File: config.mk
export PLATFORM = sky130hd
export DESIGN_NAME = ctm_mult
export DESIGN_NICKNAME = d
export VERILOG_FILES = /design/src/rtl/ctm_pkg.sv /design/src/rtl/ctm_counter.sv /design/src/rtl/ctm_pp.sv /design/src/rtl/ctm_level.sv /design/src/rtl/ctm_mult.sv
export SDC_FILE = /design/constraint.sdc
export NUM_CORES = 1
export LEC_CHECK = 0
export CAP_MARGIN = 20
export CORE_ASPECT_RATIO = 1.75
export CORE_MARGIN = 2
export CORE_UTILIZATION = 32
export DETAILED_ROUTE_END_ITERATION = 8
export PLACE_DENSITY = 0.53
export SLEW_MARGIN = 20
export SYNTH_ARGS = -nofsm -noshare
export SYNTH_HDL_FRONTEND = slang
export SYNTH_SLANG_ARGS = --single-unit
File: constraint.sdc
create_clock -name clk -period 5.13 [get_ports clk]
set_clock_uncertainty 0.15 [all_clocks]
set_input_delay 1.026 -clock clk [delete_from_list [all_inputs] [get_ports clk]]
set_output_delay 1.026 -clock clk [all_outputs]
set_load 0.1 [all_outputs]
File: src/rtl/ctm_pkg.sv
// Package ctm_pkg
// Elaboration-time helpers that size the column-reduction tree.
// Assumption: every column is padded to a uniform height per level. In each
// level a column of height H is split into floor(H/K) counters of K = min(N,H)
// inputs, and the leftover bits pass straight through to the next level.
package ctm_pkg;

    // Counter size used by level l for the chosen tree style.
    function automatic int level_n(int mode, int big_n, int l);
        return (mode == 1 && l == 0) ? big_n : 3;
    endfunction

    // Column height after one level with counters of up to n inputs.
    function automatic int next_h(int h, int n);
        int k;
        int nc;
        int rem;
        k   = (n < h) ? n : h;
        nc  = h / k;
        rem = h % k;
        return rem + nc * ((k > 3) ? 3 : 2);
    endfunction

    // Column height at the input of level l (l = 0 is the raw matrix).
    function automatic int level_h(int w, int mode, int big_n, int l);
        int h;
        h = w;
        for (int i = 0; i < 16; i++) begin
            if (i < l && h > 2) h = next_h(h, level_n(mode, big_n, i));
        end
        return h;
    endfunction

    // Number of levels needed until each column holds at most two bits.
    function automatic int num_levels(int w, int mode, int big_n);
        int h;
        int l;
        h = w;
        l = 0;
        for (int i = 0; i < 16; i++) begin
            if (h > 2) begin
                h = next_h(h, level_n(mode, big_n, i));
                l = l + 1;
            end
        end
        return l;
    endfunction

endpackage

File: src/rtl/ctm_counter.sv
// Module ctm_counter
// Counts the ones among N input bits and returns the count as a 3-bit
// binary number {y2,y1,y0}.
// Assumption: N is 7 or less, so the count always fits in 3 bits.
module ctm_counter #(
    parameter int N = 7
) (
    input  logic [N-1:0] bits,
    output logic [2:0]   count
);

    // Population count of the input bits.
    always_comb begin
        count = 3'd0;
        for (int i = 0; i < N; i++) begin
            count = count + 3'(bits[i]);
        end
    end

endmodule

File: src/rtl/ctm_pp.sv
// Module ctm_pp
// Builds the partial-product matrix. Slot i of column c holds a[c-i] & b[i],
// so row i is the multiplicand gated by multiplier bit i, weighted 2^i.
// Assumption: slots with no partial product are driven to zero (padding).
module ctm_pp #(
    parameter int W = 6,
    localparam int COLS = 2 * W
) (
    input  logic [W-1:0]                a,
    input  logic [W-1:0]                b,
    output logic [COLS-1:0][W-1:0]      cols
);

    // AND array laid out by column of weight.
    always_comb begin
        cols = '0;
        for (int c = 0; c < COLS; c++) begin
            for (int i = 0; i < W; i++) begin
                if (c - i >= 0 && c - i < W) cols[c][i] = a[c-i] & b[i];
            end
        end
    end

endmodule

File: src/rtl/ctm_level.sv
// Module ctm_level
// One reduction level. Every column of height HIN is split into NC counters of
// K inputs. Count bit 0 stays in column c, and bit 1 (and bit 2 for counters
// wider than 3) moves to c+1 (c+2). The remaining REM bits pass through.
// Assumption: the output height fits in HMAX. Counts carried past the top
// column are dropped, which is exact for a product that fits in COLS bits.
module ctm_level #(
    parameter int COLS = 12,
    parameter int HMAX = 6,
    parameter int HIN  = 6,
    parameter int N    = 7
) (
    input  logic [COLS-1:0][HMAX-1:0] col_in,
    output logic [COLS-1:0][HMAX-1:0] col_out
);

    localparam int K    = (N < HIN) ? N : HIN;
    localparam int NC   = HIN / K;
    localparam int REM  = HIN % K;
    localparam int CW   = (K > 3) ? 3 : 2;

    logic [COLS-1:0][NC-1:0][2:0] cnt;
    logic                         lvl_unused;

    for (genvar c = 0; c < COLS; c++) begin : g_col
        for (genvar g = 0; g < NC; g++) begin : g_cnt
            ctm_counter #(.N(K)) u_cnt (
                .bits  (col_in[c][g*K +: K]),
                .count (cnt[c][g])
            );
        end
    end

    // Route counter bits by weight and pass leftover bits through.
    always_comb begin
        col_out = '0;
        for (int c = 0; c < COLS; c++) begin
            for (int g = 0; g < NC; g++) col_out[c][g] = cnt[c][g][0];
            for (int r = 0; r < REM; r++) col_out[c][NC+r] = col_in[c][NC*K+r];
        end
        for (int c = 1; c < COLS; c++) begin
            for (int g = 0; g < NC; g++) col_out[c][NC+REM+g] = cnt[c-1][g][1];
        end
        if (CW == 3) begin
            for (int c = 2; c < COLS; c++) begin
                for (int g = 0; g < NC; g++) col_out[c][2*NC+REM+g] = cnt[c-2][g][2];
            end
        end
    end

    // Dropped top-column counts and padding bits are intentionally unused.
    assign lvl_unused = ^{cnt, col_in};

endmodule

File: src/rtl/ctm_mult.sv
// Module ctm_mult (top)
// Unsigned W x W multiplier built from partial products, a counter-based
// column-reduction tree and a final carry-propagate adder. The single output
// register loads the product when in_valid is sampled high.
// TREE_MODE = 1: wide BIG_N:3 counters, then 3-input counters (two levels).
// TREE_MODE = 0: full-adder levels only (three levels at W = 6).
// Assumption: the synchronous reset is active low. Operands are unsigned.
module ctm_mult #(
    parameter int W         = 6,
    parameter int TREE_MODE = 1,
    parameter int BIG_N     = 7
) (
    input  logic              clk,
    input  logic              rst_n,
    input  logic              in_valid,
    input  logic [W-1:0]      a,
    input  logic [W-1:0]      b,
    output logic              out_valid,
    output logic [2*W-1:0]    product
);

    localparam int COLS = 2 * W;
    localparam int NLEV = ctm_pkg::num_levels(W, TREE_MODE, BIG_N);
    localparam int HFIN = ctm_pkg::level_h(W, TREE_MODE, BIG_N, NLEV);

    logic [NLEV:0][COLS-1:0][W-1:0] stage;
    logic [COLS-1:0]                row0;
    logic [COLS-1:0]                row1;
    logic [COLS-1:0]                sum_rows;
    logic [COLS-1:0]                ref_prod;
    logic                           top_unused;

    ctm_pp #(.W(W)) u_pp (
        .a    (a),
        .b    (b),
        .cols (stage[0])
    );

    for (genvar l = 0; l < NLEV; l++) begin : g_lvl
        ctm_level #(
            .COLS (COLS),
            .HMAX (W),
            .HIN  (ctm_pkg::level_h(W, TREE_MODE, BIG_N, l)),
            .N    (ctm_pkg::level_n(TREE_MODE, BIG_N, l))
        ) u_lvl (
            .col_in  (stage[l]),
            .col_out (stage[l+1])
        );
    end

    // Pick the two surviving rows out of the last level.
    always_comb begin
        row0 = '0;
        row1 = '0;
        for (int c = 0; c < COLS; c++) begin
            row0[c] = stage[NLEV][c][0];
            if (HFIN > 1) row1[c] = stage[NLEV][c][1];
        end
    end

    // Final carry-propagate add.
    assign sum_rows   = row0 + row1;
    assign top_unused = ^stage;

    // Output register with valid flag; holds the product while idle.
    always_ff @(posedge clk) begin
        if (!rst_n) begin
            out_valid <= 1'b0;
            product   <= '0;
        end else begin
            out_valid <= in_valid;
            if (in_valid) product <= sum_rows;
        end
    end

    // Reference product for the checks only.
    assign ref_prod = COLS'(a) * COLS'(b);

    AST_ROWS_MATCH: assert property (@(posedge clk) disable iff (!rst_n)
        sum_rows == ref_prod);
    AST_PRODUCT_OK: assert property (@(posedge clk) disable iff (!rst_n)
        in_valid |=> product == $past(ref_prod));
    AST_VALID_RISE: assert property (@(posedge clk) disable iff (!rst_n)
        in_valid |=> out_valid);
    AST_VALID_CAUSE: assert property (@(posedge clk) disable iff (!rst_n)
        out_valid |-> $past(in_valid));
    AST_IDLE_HOLD: assert property (@(posedge clk) disable iff (!rst_n)
        !in_valid |=> $stable(product));
    AST_RESET_CLEAR: assert property (@(posedge clk)
        !rst_n |=> (!out_valid && product == '0));

endmodule

Word-level counts from Yosys, hierarchy flattened
Cells that the tools add are included.
Word-level totals
  register bits after elaboration: 13
  input bits: 15
Operators by class
  bitwise gates (word level): 36
  $add $sub $neg: 43
Operators by type and width (number)
  1-bit by 1-bit adder with 2-bit output: 18
  1-bit bitwise AND: 36
  3-bit by 1-bit adder with 3-bit output: 9
  2-bit by 1-bit adder with 3-bit output: 7
  2-bit by 1-bit adder with 2-bit output: 7
  12-bit adder: 1
  2-bit by 1-bit adder with 2-bit output, second input constant: 1

Depth between registers and ports, before layout
Gate-level depths: netlist of the first run.
  depth after elaboration: 9
  mapped depth: 14
  depth with buffers taken out: 14

By module
Synthesis of the first run repeated with hierarchy kept, for this count alone.
Unflattened totals
  cell total of the unflattened synthesis: 430
  area, all modules: 3900.0 µm²
Modules (own cells, without submodules)
  ctm_counter at g_lvl[0].u_lvl.g_col[0].g_cnt[0].u_cnt ...: cells each 9, area an instance 91.3 µm², seq. area each 0.0 µm², times used 12
  ctm_mult: cells each 111, area an instance 945.9 µm², seq. area each 260.2 µm², times used 1
  ctm_counter at g_lvl[1].u_lvl.g_col[0].g_cnt[0].u_cnt ...: cells each 4, area an instance 57.6 µm², seq. area each 0.0 µm², times used 12
  ctm_pp: cells each 73, area an instance 499.2 µm², seq. area each 0.0 µm², times used 1
  ctm_level at g_lvl[1].u_lvl: cells each 50, area an instance 371.6 µm², seq. area each 0.0 µm², times used 1
  ctm_level at g_lvl[0].u_lvl: cells each 40, area an instance 296.5 µm², seq. area each 0.0 µm², times used 1

Least setup slack after synthesis of the first run
Ideal clock, no wire load.
  path type: input to register
  start: input port a[5]
  end: register product[11]
  required time: 4844 ps
  path slack: 689 ps
  data arrival time: 4155 ps
  stages on the path: 12
  cell sequence: nand2_1 -> fa_1 -> inv_1 -> fa_1 -> ha_1 -> fa_1 -> fa_1 -> ha_1 -> o211ai_1 -> o21ai_1 -> o311ai_1 -> o211ai_1
Between the ends
  word-level cells in the longest chain between the ends: 9
Ends and longest elaborated chain
  from (decl): RTL line ctm_mult.sv:16  | input logic [W-1:0] a,
  1-bit bitwise AND: RTL line ctm_pp.sv:19  | if (c - i >= 0 && c - i < W) cols[c][i] = a[c-i] & b[i];
  1-bit by 1-bit adder with 2-bit output: RTL line ctm_counter.sv:16  | count = count + 3'(bits[i]);
  2-bit by 1-bit adder with 3-bit output: RTL line ctm_counter.sv:16
  3-bit by 1-bit adder with 3-bit output (3 in series): RTL line ctm_counter.sv:16
  1-bit by 1-bit adder with 2-bit output: RTL line ctm_counter.sv:16
  2-bit by 1-bit adder with 2-bit output: RTL line ctm_counter.sv:16
  12-bit adder (*): RTL line ctm_mult.sv:62  | assign sum_rows = row0 + row1;
  to (signal assigned): RTL line ctm_mult.sv:72  | if (in_valid) product <= sum_rows;
  to (decl): RTL line ctm_mult.sv:19  | output logic [2*W-1:0] product
Every way passes the cells marked *; elsewhere a longest branch is shown, timed or not.
A chain may end at the register's enable or synchronous reset.

Worst setup path after layout of the first run
Ends and elaborated chain as after synthesis.

==> results by group, run 1 <==
Run status
  • Status: finished clean

Setup path
  • Crit path capture type: flip-flop
  • Cell chain of the critical path: clkdlybuf4s50_1, nand2_1, fa_1, inv_1, fa_1, ha_1, fa_1, fa_1, ha_1, o211ai_1, o21ai_1, o311ai_1, o211ai_1
  • Delay-heaviest family, CP: adder cells
  • Critical path data arrival time: just under 5 ns
  • CP Class: primary input to flip-flop
  • Critical Path Most Common Cell: fa_1
  • CP peak stage delay: 0.53 ns
  • Slowest stage cell on the critical path: fa_1
  • Crit path launch type: primary input
  • Crit Path Max Fanout: 3
  • CP Buf/Inv Count: 2
  • Required @ worst endpoint: about 5.1 ns

GRT
  • Overall overflow remaining after global route: 0
  • GRT Total Usage: between 10 and 15%
  • Initial antenna violation count: 0
  • Vias in the first global route: approximately 1500
  • Largest net degree at the start of global routing: 19
  • First-pass GRT wire length: 6568 um

Cells and area
  • Layout Utilization: 42.71%
  • P&R area growth vs syn: 27.74%
  • Final #Nets: approximately 260
  • Share of layout cells above drive strength 1: a little over a tenth
  • Final Instance Area: between 0.002 and 0.0025 mm^2
  • Antenna Cells: 0

CTS
  • Worst skew pair latency: 0.25 ns
  • Sink Count: 13
  • Post-CTS Resized: 0
  • Cts hold-fix bufs: 0
  • Htree depth: 1
  • Post-CTS Setup Bufs: 0
  • CTS tree: built
  • Total CTS buffers: 3
  • Root buffer cell: clkbuf_8
  • CTS clk-pin slew, worst paths: around 0.06 ns
  • Longest Clk Path Bufs: 2

Die
  • Chip width: between 50 and 60 um
  • Die Height: ~97 um
  • Row cnt: 33
  • Num ports: 28
  • Die ar.: about 0.0056 mm^2
  • Initial Util: about a third
  • Core Box Area: 0.004748 mm^2

Power
  • Combinational power share: 66.1%
  • Sw Pwr: between 300 and 400 uW
  • Clock Power Share: approximately 15%
  • Peak VDD IR: around 0.30 mV
  • Flop pwr share: 19.3%
  • Sw frac: 49.27%
  • Final Power: between 600 and 700 uW
  • Pwr per Cell Area: roughly 320 mW/mm^2
  • Int Power: 333.9 uW
  • Leakage Power: approximately 0.0010 uW

STA
  • Final Slew Violations: 0
  • Fin Setup TNS: 0 ns
  • Period utilization: around 96%
  • Max Clock Freq: 202.4 MHz
  • Final min period: around 4.9 ns
  • Final hold violation count: 0
  • RSZ-0062 raised after global routing: no
  • Worst-margin pin slew: around 1 ns
  • Final setup viols: 0
  • Final setup margin: between 0.15 and 0.2 ns
  • Slew HR: about a third

Placement
  • RePlAce Congestion: about 0.85
  • DP HPWL: approximately 3300 um
  • Post-Place Worst Slack: -0.04693 ns
  • Port Buffers: 27
  • Area after DPL: roughly 0.0020 mm^2

Routing
  • Antenna-violating nets left: 0
  • Detailed-route DRC error count: 0
  • Router iterations before antenna repair: 4
  • Vias per inst: a little over 5
  • Routed via count: around 1300
  • Iteration-0 DRC Markers: 30
  • Drt wl/cell: between 10 and 15 um
  • Total wire length: ~3800 um

Synthesis
  • FF+latch count, synth: 13
  • Syn_nets: 224
  • Post-synthesis sequential area ratio: 16.39%
  • Synthesized area per cell: between 9 and 10 um^2
  • Post-synth top area share: ~21%
  • Cell accounting for the most synthesized area: fa_1
  • Synth Cell Area: roughly 0.0016 mm^2
  • Mapped Cells: ~170
  • Yosys warning total: 0
  • Post-synthesis cell type count: 40
  • Ranking of synthesized cells by area: fa_1 (21%), ha_1 (17%), dfxtp_1 (16%)

Flow run
  • Max-cap violations: 0

Worst hold path
  • Worst min-delay path class: flip-flop to flip-flop
==> per-stage QoR <==
| step | hold slack (ns) | std cells |
|---|---|---|
| 2_1_floorplan | 0.7534 | 171 |
| 3_3_place_gp | 0.3136 | 258 |
| 3_5_place_dp | 0.3237 | 258 |
| 4_1_cts | 0.3382 | 262 |
| 5_1_grt | 0.3626 | 262 |
| 6_report | 0.3361 | 262 |
==> placed cells by master, fill, tap and decap left out, drive strengths merged, types with 2 or more instances in the layout <==
| master | n |
|---|---|
| buf | 12 |
| fa | 17 |
| nand2 | 16 |
| dfxtp | 13 |
| xnor2 | 2 |
| a211oi | 2 |
| inv | 19 |
| ha | 21 |
| o211a | 2 |
| o211ai | 3 |
| a21o | 5 |
| clkbuf | 3 |
| clkdlybuf4s50 | 27 |
| nand3 | 7 |
| o21ai | 3 |
| a21oi | 3 |
| nor2 | 3 |
| and2 | 29 |
| mux2i | 4 |
| nor2b | 4 |
==> path summary, 6_finish.rpt <==
check	cells past startpoint	endpoint	start	slack [ns]
worst min register to register	1	product[5]	product[5]	0.34
worst min-delay path	1	product[5]	product[5]	0.34
worst max-delay path	13	product[11]	a[5]	0.19
worst max register to register	3	product[6]	product[6]	4.24
==> power by group through the flow <==
stage	Clock [uW]	Sequential, uW	Combinational, uW
floorplan	0	248	195
finish	96.1	127	435
CTS	97.7	127	440
global route	103	128	478
global placement	0	129	433
detailed placement	0	129	437
==> worst register-to-register path, stage by stage (launching register included) <==
cell and delay (ns):
dfxtp_1 0.32, nand2_1 0.07, o31ai_1 0.08, and2_1 0.17
==> synth_stat cells, drive strengths merged <==
cell type	n
o211a	2
buf	3
or2	1
xnor2	2
nor3	1
mux2i	4
o211ai	3
o31a	1
a21boi	1
o311ai	1
nand2	16
nor3b	1
a31oi	1
a21oi	3
ha	21
a21o	5
a211oi	2
nor2b	4
dfxtp	13
nor2	3
xor2	1
clkbuf	1
fa	17
o21a	1
o31ai	1
a211o	1
nand4b	1
nand3	7
nand4	1
o2111ai	1
o21ai	3
inv	19
and2	29
==> state kept, by name (all words and copies together), names as in the netlist <==
register and count:
out_valid 1, product 12
==> routing by layer <==
layer  global-route usage (%)  wire [um]
met5                        0          0
met4                    8.050        197
met3                    1.997        145
met2                    26.70       1995
met1                    15.78       1436
==> logic make-up (layout without fill, tap and decap cells) <==
kind of cell	Yosys count	count (layout)	synth area share (%)
and+or+nand+nor	64	64	21.99
DFF	13	13	16.39
muxes	4	4	2.522
xor gates and xnor gates	3	3	1.655
adders and majority gates	38	38	37.98
AOI/OAI and AO/OA	26	26	13.00
buffers and inverters	23	62	6.461
==> cell type report <==
type	instances	area, um^2
fill	487	2720
tap	52	65.06
sequential	13	260.3
clock buffer	3	41.29
multi-input combinational	135	1225
inverter	19	71.32
clock inverter	1	5.005
timing repair buffer	39	360.3
Note: power is estimated with default switching activity, not from simulation.
==> inputs of run 2 (changes only) <==
- CAP_MARGIN: 20 -> unset
- TNS_END_PERCENT: unset -> 50
==> results of run 2 <==
Same layout as run 1: the final DEF is identical, and so are final timing and power.
==> inputs of run 3 (changes only) <==
- CTS_BUF_LIST: unset -> sky130_fd_sc_hd__clkbuf_16
==> run 3 against run 2 <==
Sequential power about the same; die area unchanged; register-to-register slack about the same; critical path depth unchanged; combinational power about the same; via count about the same; fmax about the same; final cell count unchanged; clock-buffer cell count unchanged; non-clock buffer count unchanged; worst setup slack got worse by 0.0035 ns; hold slack got worse by 0.0040 ns; critical path type unchanged; critical endpoint unchanged; highest routed layer unchanged.
==> results by group, run 3 (synthesized netlist as in run 1, its figures left out) <==
GRT
  • Initial antenna violation count: 0
  • First-pass GRT wire length: 6596 um
  • GRT Total Usage: 14.85%
  • Vias in the first global route: 1479
  • Largest net degree at the start of global routing: 19
  • Overall overflow remaining after global route: 0

Worst hold path
  • Hold path endpoint: product[5]
  • Hold Startpoint: product[5]
  • Cell depth of the worst hold path: 1
  • Worst min-delay path class: flip-flop to flip-flop

Setup path
  • Critical path data arrival time: approximately 4.9 ns
  • R2R cell count: 3
  • Delay-heaviest family, CP: adder cells
  • Reg2reg end: product[6]
  • Slowest stage cell on the critical path: fa_1
  • CP Buf/Inv Count: 2
  • Crit Path Max Fanout: 3
  • Required @ worst endpoint: 5.09 ns
  • Worst R2R Setup Slack: ~4.2 ns
  • CP peak stage delay: approximately 0.53 ns
  • Cell chain of the critical path: clkdlybuf4s50_1, nand2_1, fa_1, inv_1, fa_1, ha_1, fa_1, fa_1, ha_1, o211ai_1, o21ai_1, o311ai_1, o211ai_1
  • Crit path capture type: flip-flop
  • Crit path launch type: primary input
  • R2r startpoint: product[6]
  • Critical Path Most Common Cell: fa_1
  • CP Class: primary input to flip-flop

Cells and area
  • Max reg flops: 12
  • Area of the multi-input gates: roughly 0.0012 mm^2
  • # fillers: between 400 and 500
  • Final #Nets: 264
  • Biggest regs: product (12), out_valid (1)
  • P&R area growth vs syn: 29.87%
  • Commonest non-fill, non-tap cell in the layout: and2_1
  • Top reg by flops: product
  • Storage cell area: about 260 um^2
  • Final Instance Area: a little over 0.002 mm^2
  • Antenna Cells: 0
  • Most frequent cells in the layout: and2_1 (28), clkdlybuf4s50_1 (27), ha_1 (21)
  • Layout Utilization: around 43%
  • Share of layout cells above drive strength 1: about 11%

CTS
  • Htree depth: 1
  • Worst skew pair latency: about 0.25 ns
  • Root buffer cell: clkbuf_16
  • Sink Count: 13
  • Post-CTS Resized: 0
  • CTS tree: built
  • Post-CTS Setup Bufs: 0
  • Total CTS buffers: 3
  • Longest Clk Path Bufs: 2
  • Cts hold-fix bufs: 0
  • CTS clk-pin slew, worst paths: 0.05 ns

Routing
  • Antenna-violating nets left: 0
  • Total wire length: roughly 3800 um
  • Vias per inst: between 5 and 6
  • Routed via count: around 1300
  • Iteration-0 DRC Markers: 28
  • Drt wl/cell: around 14 um
  • Router iterations before antenna repair: 4
  • Detailed-route DRC error count: 0

STA
  • RSZ-0062 raised after global routing: no
  • Max Clock Freq: around 200 MHz
  • Final min period: between 4 and 5 ns
  • Period utilization: slightly below 100%
  • Final hold violation count: 0
  • Worst-margin pin slew: slightly below 1 ns
  • Fin Setup TNS: 0 ns
  • Final setup viols: 0
  • Final Slew Violations: 0
  • Final setup margin: 0.1870 ns
  • Slew HR: a little over a third
  • Hold Slack: approximately 0.33 ns

Placement
  • Port Buffers: 27
  • Post-Place Worst Slack: -0.04693 ns
  • RePlAce Congestion: around 0.85
  • Area after DPL: 0.001982 mm^2
  • DP HPWL: approximately 3300 um

Power
  • Pwr per Cell Area: approximately 350 mW/mm^2
  • Leakage Power: 0.001033 uW
  • Peak VDD IR: approximately 0.34 mV

Die
  • Num ports: 28
  • Row cnt: 33
  • Die ar.: between 0.005 and 0.006 mm^2
  • Initial Util: 33.44%
  • Core Box Area: 0.004748 mm^2
  • Chip width: roughly 57 um
  • Die Height: ~97 um

Run status
  • Status: finished clean

Flow run
  • Max-cap violations: 0
[run 3: cell counts in the layout (fill, tap and decap cells not counted)]
Identical to the previous run, type by type.
[run 3: report_power, final]
group / total [uW] / switching [uW] / leakage, uW / internal [uW]
sequential: 127 / 8.92 / 0.000107 / 118
combinational: 436 / 273 / 0.000885 / 162
clock: 150 / 46.4 / 0.0000409 / 104
[run 3: per-stage QoR]
stage                     total power [uW]  std cells
after floorplan                      443.1        171
after global placement               562.1        258
after detailed placement             566.2        258
after CTS                            721.6        262
after global routing                 765.1        262
final                                713.1        262
[run 3: worst register-to-register path: cells and delay by family (launching register included)]
family,cells,cell delay [ns]
flip-flops,1,0.32
AND/OR/NAND/NOR,2,0.23
AO/OA/AOI/OAI,1,0.08
[run 3: how the worst max path moves through the flow]
stage	cells after the start	start	endpoint
floorplan	12	a[5]	product[11]
global placement	13	a[5]	product[11]
detailed placement	13	a[5]	product[11]
CTS	13	a[5]	product[11]
global route	13	a[5]	product[11]
finish	13	a[5]	product[11]
[run 3: final cells by class]
type	instances	area share [%]
repair buffers	39	17.48
clock inverters	1	0.2427
well taps	52	3.155
clock buffers	3	3.641
multi-input cells	135	59.41
inverters	19	3.459
flip-flops and latches	13	12.62
[run 3: routing by layer]
metal	vias to the layer above	track usage (%)	share of wire [%]
met3	18	2.397	3.6
met2	33	26.79	53
met4	0	8.050	4.9
li1	651	-	-
met1	624	15.78	38
met5	-	0	0
